## config.mk

```make
export PLATFORM = sky130hd
export DESIGN_NAME = cvs_conv_gate
export DESIGN_NICKNAME = d
export VERILOG_FILES = /design/src/rtl/cvs_pkg.sv /design/src/rtl/cvs_start_fsm.sv /design/src/rtl/cvs_bus_gate.sv /design/src/rtl/cvs_conv_gate.sv
export SDC_FILE = /design/constraint.sdc
export NUM_CORES = 1
export LEC_CHECK = 0
export BUFFER_PORTS_ARGS = -buffer_cell sky130_fd_sc_hd__buf_2
export CAP_MARGIN = 20
export CORE_AREA = 2 2 39 41
export CTS_BUF_LIST = sky130_fd_sc_hd__clkbuf_8
export DETAILED_ROUTE_END_ITERATION = 7
export DIE_AREA = 0 0 41 43
export PLACE_DENSITY = 0.54
export SKIP_LAST_GASP = 1
export SYNTH_ARGS = -nofsm -noshare
export SYNTH_HDL_FRONTEND = slang
export SYNTH_SLANG_ARGS = --single-unit
```

## constraint.sdc

```tcl
create_clock -name clk -period 4.13 [get_ports clk]
set_input_delay 0.413 -clock clk [delete_from_list [all_inputs] [get_ports clk]]
set_output_delay 0.413 -clock clk [all_outputs]
set_load 0.005 [all_outputs]
```

## src/rtl/cvs_pkg.sv

```systemverilog
package cvs_pkg;

    typedef enum logic [1:0] {
        ST_IDLE = 2'd0,
        ST_LOW  = 2'd1,
        ST_REL  = 2'd2
    } cvs_state_e;

endpackage

```

## src/rtl/cvs_start_fsm.sv

```systemverilog
module cvs_start_fsm
    import cvs_pkg::*;
#(
    parameter int MIN_LOW = 2
) (
    input  logic clk,
    input  logic rst_n,
    input  logic start_n,
    output logic busy_n,
    output logic conv_go,
    output logic width_err
);

    localparam int CNT_W = $clog2(MIN_LOW + 1);
    localparam logic [CNT_W-1:0] CNT_MAX = CNT_W'(MIN_LOW);

    cvs_state_e       state_q, state_d;
    logic [CNT_W-1:0] cnt_q,   cnt_d;
    logic             ok_q,    ok_d;

    // next-state and width counting
    always_comb begin
        state_d = state_q;
        cnt_d   = cnt_q;
        ok_d    = ok_q;
        unique case (state_q)
            ST_IDLE: begin
                if (!start_n) begin
                    state_d = ST_LOW;
                    cnt_d   = CNT_W'(1);
                end
            end
            ST_LOW: begin
                if (!start_n) begin
                    if (cnt_q != CNT_MAX) cnt_d = cnt_q + 1'b1;
                end else begin
                    state_d = ST_REL;
                    ok_d    = (cnt_q >= CNT_MAX);
                end
            end
            ST_REL: begin
                state_d = ST_IDLE;
                cnt_d   = '0;
            end
            default: state_d = ST_IDLE;
        endcase
    end

    // state register
    always_ff @(posedge clk) begin
        if (!rst_n) begin
            state_q <= ST_IDLE;
            cnt_q   <= '0;
            ok_q    <= 1'b0;
        end else begin
            state_q <= state_d;
            cnt_q   <= cnt_d;
            ok_q    <= ok_d;
        end
    end

    // outputs decoded from the registered state
    always_comb begin
        busy_n    = (state_q == ST_IDLE);
        conv_go   = (state_q == ST_REL) &&  ok_q;
        width_err = (state_q == ST_REL) && !ok_q;
    end

endmodule

```

## src/rtl/cvs_bus_gate.sv

```systemverilog
module cvs_bus_gate (
    input  logic clk,
    input  logic busy_n,
    input  logic drv_en_busy,
    input  logic cs_n,
    input  logic rd_n,
    input  logic wr_n,
    input  logic addr_hi,
    output logic bus_oe,
    output logic wait_req,
    output logic fifo_rd,
    output logic stat_rd,
    output logic reg_wr_en
);

    logic rd_sel, wr_sel, blocked;

    always_comb begin
        rd_sel    = !cs_n && !rd_n;
        wr_sel    = !cs_n && !wr_n;
        blocked   = !drv_en_busy && !busy_n;
        bus_oe    = rd_sel && !blocked;
        wait_req  = (rd_sel || wr_sel) && blocked;
        fifo_rd   = bus_oe && !addr_hi;
        stat_rd   = bus_oe &&  addr_hi;
        reg_wr_en = wr_sel && addr_hi && !blocked && !clk;
    end

endmodule

```

## src/rtl/cvs_conv_gate.sv

```systemverilog
module cvs_conv_gate #(
    parameter int MIN_LOW = 2
) (
    input  logic clk,
    input  logic rst_n,
    input  logic start_n,
    input  logic cs_n,
    input  logic rd_n,
    input  logic wr_n,
    input  logic addr_hi,
    input  logic drv_en_busy,
    output logic busy_n,
    output logic bus_oe,
    output logic wait_req,
    output logic fifo_rd,
    output logic stat_rd,
    output logic reg_wr_en,
    output logic conv_go,
    output logic width_err
);

    cvs_start_fsm #(.MIN_LOW(MIN_LOW)) u_fsm (
        .clk       (clk),
        .rst_n     (rst_n),
        .start_n   (start_n),
        .busy_n    (busy_n),
        .conv_go   (conv_go),
        .width_err (width_err)
    );

    cvs_bus_gate u_gate (
        .clk         (clk),
        .busy_n      (busy_n),
        .drv_en_busy (drv_en_busy),
        .cs_n        (cs_n),
        .rd_n        (rd_n),
        .wr_n        (wr_n),
        .addr_hi     (addr_hi),
        .bus_oe      (bus_oe),
        .wait_req    (wait_req),
        .fifo_rd     (fifo_rd),
        .stat_rd     (stat_rd),
        .reg_wr_en   (reg_wr_en)
    );

endmodule

```

==> impl_metrics.csv <==
group,metric,value,unit
status,outcome,"finished, final reports clean",
sta,rsz0062_at_grt,"false",
critical_path,setup.worst_path.class,"clock port to output port",
clock_tree,post-cts-setup-buffers,0,
power_and_ir_drop,power_density,668,nW/µm²
detailed_routing,drc,0,
place,dp_hpwl,664,µm
global_routing,grt_max_degree,8,
place,io_buffers,15,
clock_tree,clock_latency,0.33,ns
final_layout,multiInputGateArea,273,µm²
critical_path,worstPathMaxFanout,2,
power_and_ir_drop,power,0.000384,W
synthesis,synth-edff-count,0,
sta,hold_violations,0,
synthesis,synth_fa_ha_area_frac,0.224,
critical_path,crit_family,"buffers and inverters",
critical_path,cpPeakStageDelay,0.14,ns
synthesis,synth_compound_area_frac,0.179,
global_routing,grt-ovfl-total,0,
global_routing,grt_pass1_wl,1160,µm
die,die_y,43,µm
critical_path,regToRegStartpoint,"u_fsm.state_q[0]$_SDFFE_PN0P_",
synthesis,syn_avg_cell_area,9.11,µm²
final_layout,area_delta_synth_final,46.6,%
final_layout,regArea,100,µm²
sta,fin_setup_tns,0,ns
critical_path,path_cells,"clkbuf_8 > clkbuf_8 > nor2_1 > nand2_1 > nor3_1 > buf_2",
synthesis,synthTopCellsByArea,"dfxtp_1, ha_1, mux2i_1",
critical_path,reg2reg_depth,5,
detailed_routing,vias,395,
global_routing,grt_usage,0.122,
synthesis,ys_ff_latch,5,
detailed_routing,drt_wl_total,878,µm
clock_tree,tritoncts,"done",
clock_tree,ctsHoldBuffers,0,
synthesis,synth_xor_area_frac,0,
power_and_ir_drop,p_leak,0.294,nW
final_layout,num-fill-cells,142,
sta,report.final.slew_viol_count,0,
global_routing,grt_pass1_vias,330,
die,core,1380,µm²
die,start_util,0.283,
synthesis,netlist_area,392,µm²
synthesis,yosysMostFrequentCell,"ha_1",
synthesis,synth_warnings,0,
synthesis,synth_commonest_cells,"ha_1, dfxtp_1, inv_1, nor2_1, mux2i_1",
critical_path,cpMostUsedCell,"clkbuf_8",
critical_path,cp.arrival,2.69,ns
detailed_routing,via_per_inst,4.88,
die,die_w,41,µm
synthesis,synth_top_family_by_area,"adder cells",
critical_path,worst-path-buf-inv,3,
detailed_routing,dr.pass1.iters,4,
sta,final-setup-viol-count,0,
critical_path,r2r_end,"u_fsm.cnt_q[0]$_SDFFE_PN0P_",
sta,relSlewSlack,0.776,
place,dp.cells,74,
synthesis,synth-seq-area-share,0.256,
clock_tree,cts_resized,0,
place,routabilityCongestion,0.637,
detailed_routing,wl_per_cell,10.8,µm
synthesis,syn-num-nets,58,
synthesis,yosys.area_share.simple,0.217,
sta,worst_pin_slew,0.327,ns
min_path,min_path_type,"input pin to register",
final_layout,antennaDiodeCount,0,
synthesis,synth_top_area_frac,0.256,
clock_tree,clkTransAtPathRegs,0.04,ns
final_layout,final_nets,81,
critical_path,worstPathRequired,3.72,ns
final_layout,final_util,0.415,
final_layout,drive_gt1_frac,0.369,
synthesis,synthCells,43,
critical_path,cpMaxStageDelayCell,"buf_2",
detailed_routing,antenna_left,0,
synthesis,synth-main-ff-cell,"dfxtp_1",
die,ios,16,
die,dieArea,1760,µm²
power_and_ir_drop,vdd_drop_max,0.241,mV
sta,skew,0.00106,ns
sta,fin_hold_ws,0.319,ns
critical_path,rrSetupSlack,2.64,ns
flow_run,drv_cap,0,
synthesis,synthMuxAreaShare,0.0767,
global_routing,antenna_found_initial,0,
synthesis,synth_cell_type_count,21,
synthesis,async_reset_ff_frac,0,
synthesis,synth_top_area_cell,"dfxtp_1",
min_path,min_path_cells,2,
final_layout,finalNonFillerCells,81,
die,row_count,14,
min_path,hold_path_end,"u_fsm.cnt_q[1]$_SDFFE_PN0P_",
min_path,worstHoldStart,"rst_n",
critical_path,critPathLaunchType,"clock port",
detailed_routing,drt_iter0_markers,4,
critical_path,cp-end-kind,"output port",
==> worst max-delay path by stage <==
stage | end | start | cells past startpoint
after CTS | reg_wr_en | clk | 6
after global routing | reg_wr_en | clk | 6
after global placement | reg_wr_en | clk | 4
after floorplan | reg_wr_en | clk | 3
final | reg_wr_en | clk | 6
after detailed placement | reg_wr_en | clk | 4
==> sequential cells by signal, indices dropped and copies added (netlist names) <==
register and cells:
u_fsm.cnt_q 2, u_fsm.state_q 2, u_fsm.ok_q 1
==> where the power goes <==
| group | leakage (nW) | switching, W | internal (W) |
|---|---|---|---|
| logic | 0.196 | 0.0000723 | 0.0000634 |
| registers | 0.0411 | 0.0000145 | 0.0000629 |
| clock network | 0.0569 | 0.0000413 | 0.000129 |
| total | 0.294 | 0.000128 | 0.000256 |
==> final cells by class <==
cell class	count	share of cell area
inverters	5	0.0327
clock inverters	1	0.00871
repair buffers	14	0.122
clock buffers	7	0.153
multi-input cells	33	0.475
well taps	16	0.0349
flip-flops and latches	5	0.174
==> worst register-to-register path, stage by stage (launching register included) <==
cell and delay (ns):
dfxtp_1 0.39, inv_1 0.10, ha_1 0.26, a211oi_2 0.30
o221ai_1 0.18, o211a_1 0.15
==> placed cells by master (no fill, tap or decap), drive strengths merged, types with 2 or more instances in the layout <==
cell type / Yosys / layout
buf: 0 / 15
ha: 7 / 7
clkbuf: 0 / 6
inv: 5 / 5
nor2: 5 / 5
dfxtp: 5 / 5
mux2i: 3 / 3
nor3: 3 / 3
and2: 2 / 2
==> routing by layer <==
layer	part of all wire	routed length, µm	track usage	vias to the layer above
met1	0.38	337	0.0804	166
li1	-	-	-	200
met5	0	0	0	-
met4	0.069	61	0.207	0
met3	0.13	115	0.0785	7
met2	0.41	363	0.159	22
==> metrics by stage <==
step                instance area [µm²]  setup WS, ns
global route                        574         0.974
global placement                    487          1.31
finish                              574          1.02
detailed placement                  487          1.31
CTS                                 574          1.01
floorplan                           392          1.37
==> kinds of logic (layout without fill, tap and decap cells) <==
logic type | Yosys count | after routing
simple gates | 15 | 15
compound gates | 8 | 8
fa+ha+maj | 7 | 7
flops | 5 | 5
buf+inv | 5 | 27
mux | 3 | 3
Note: power is estimated with default switching activity, not from simulation.
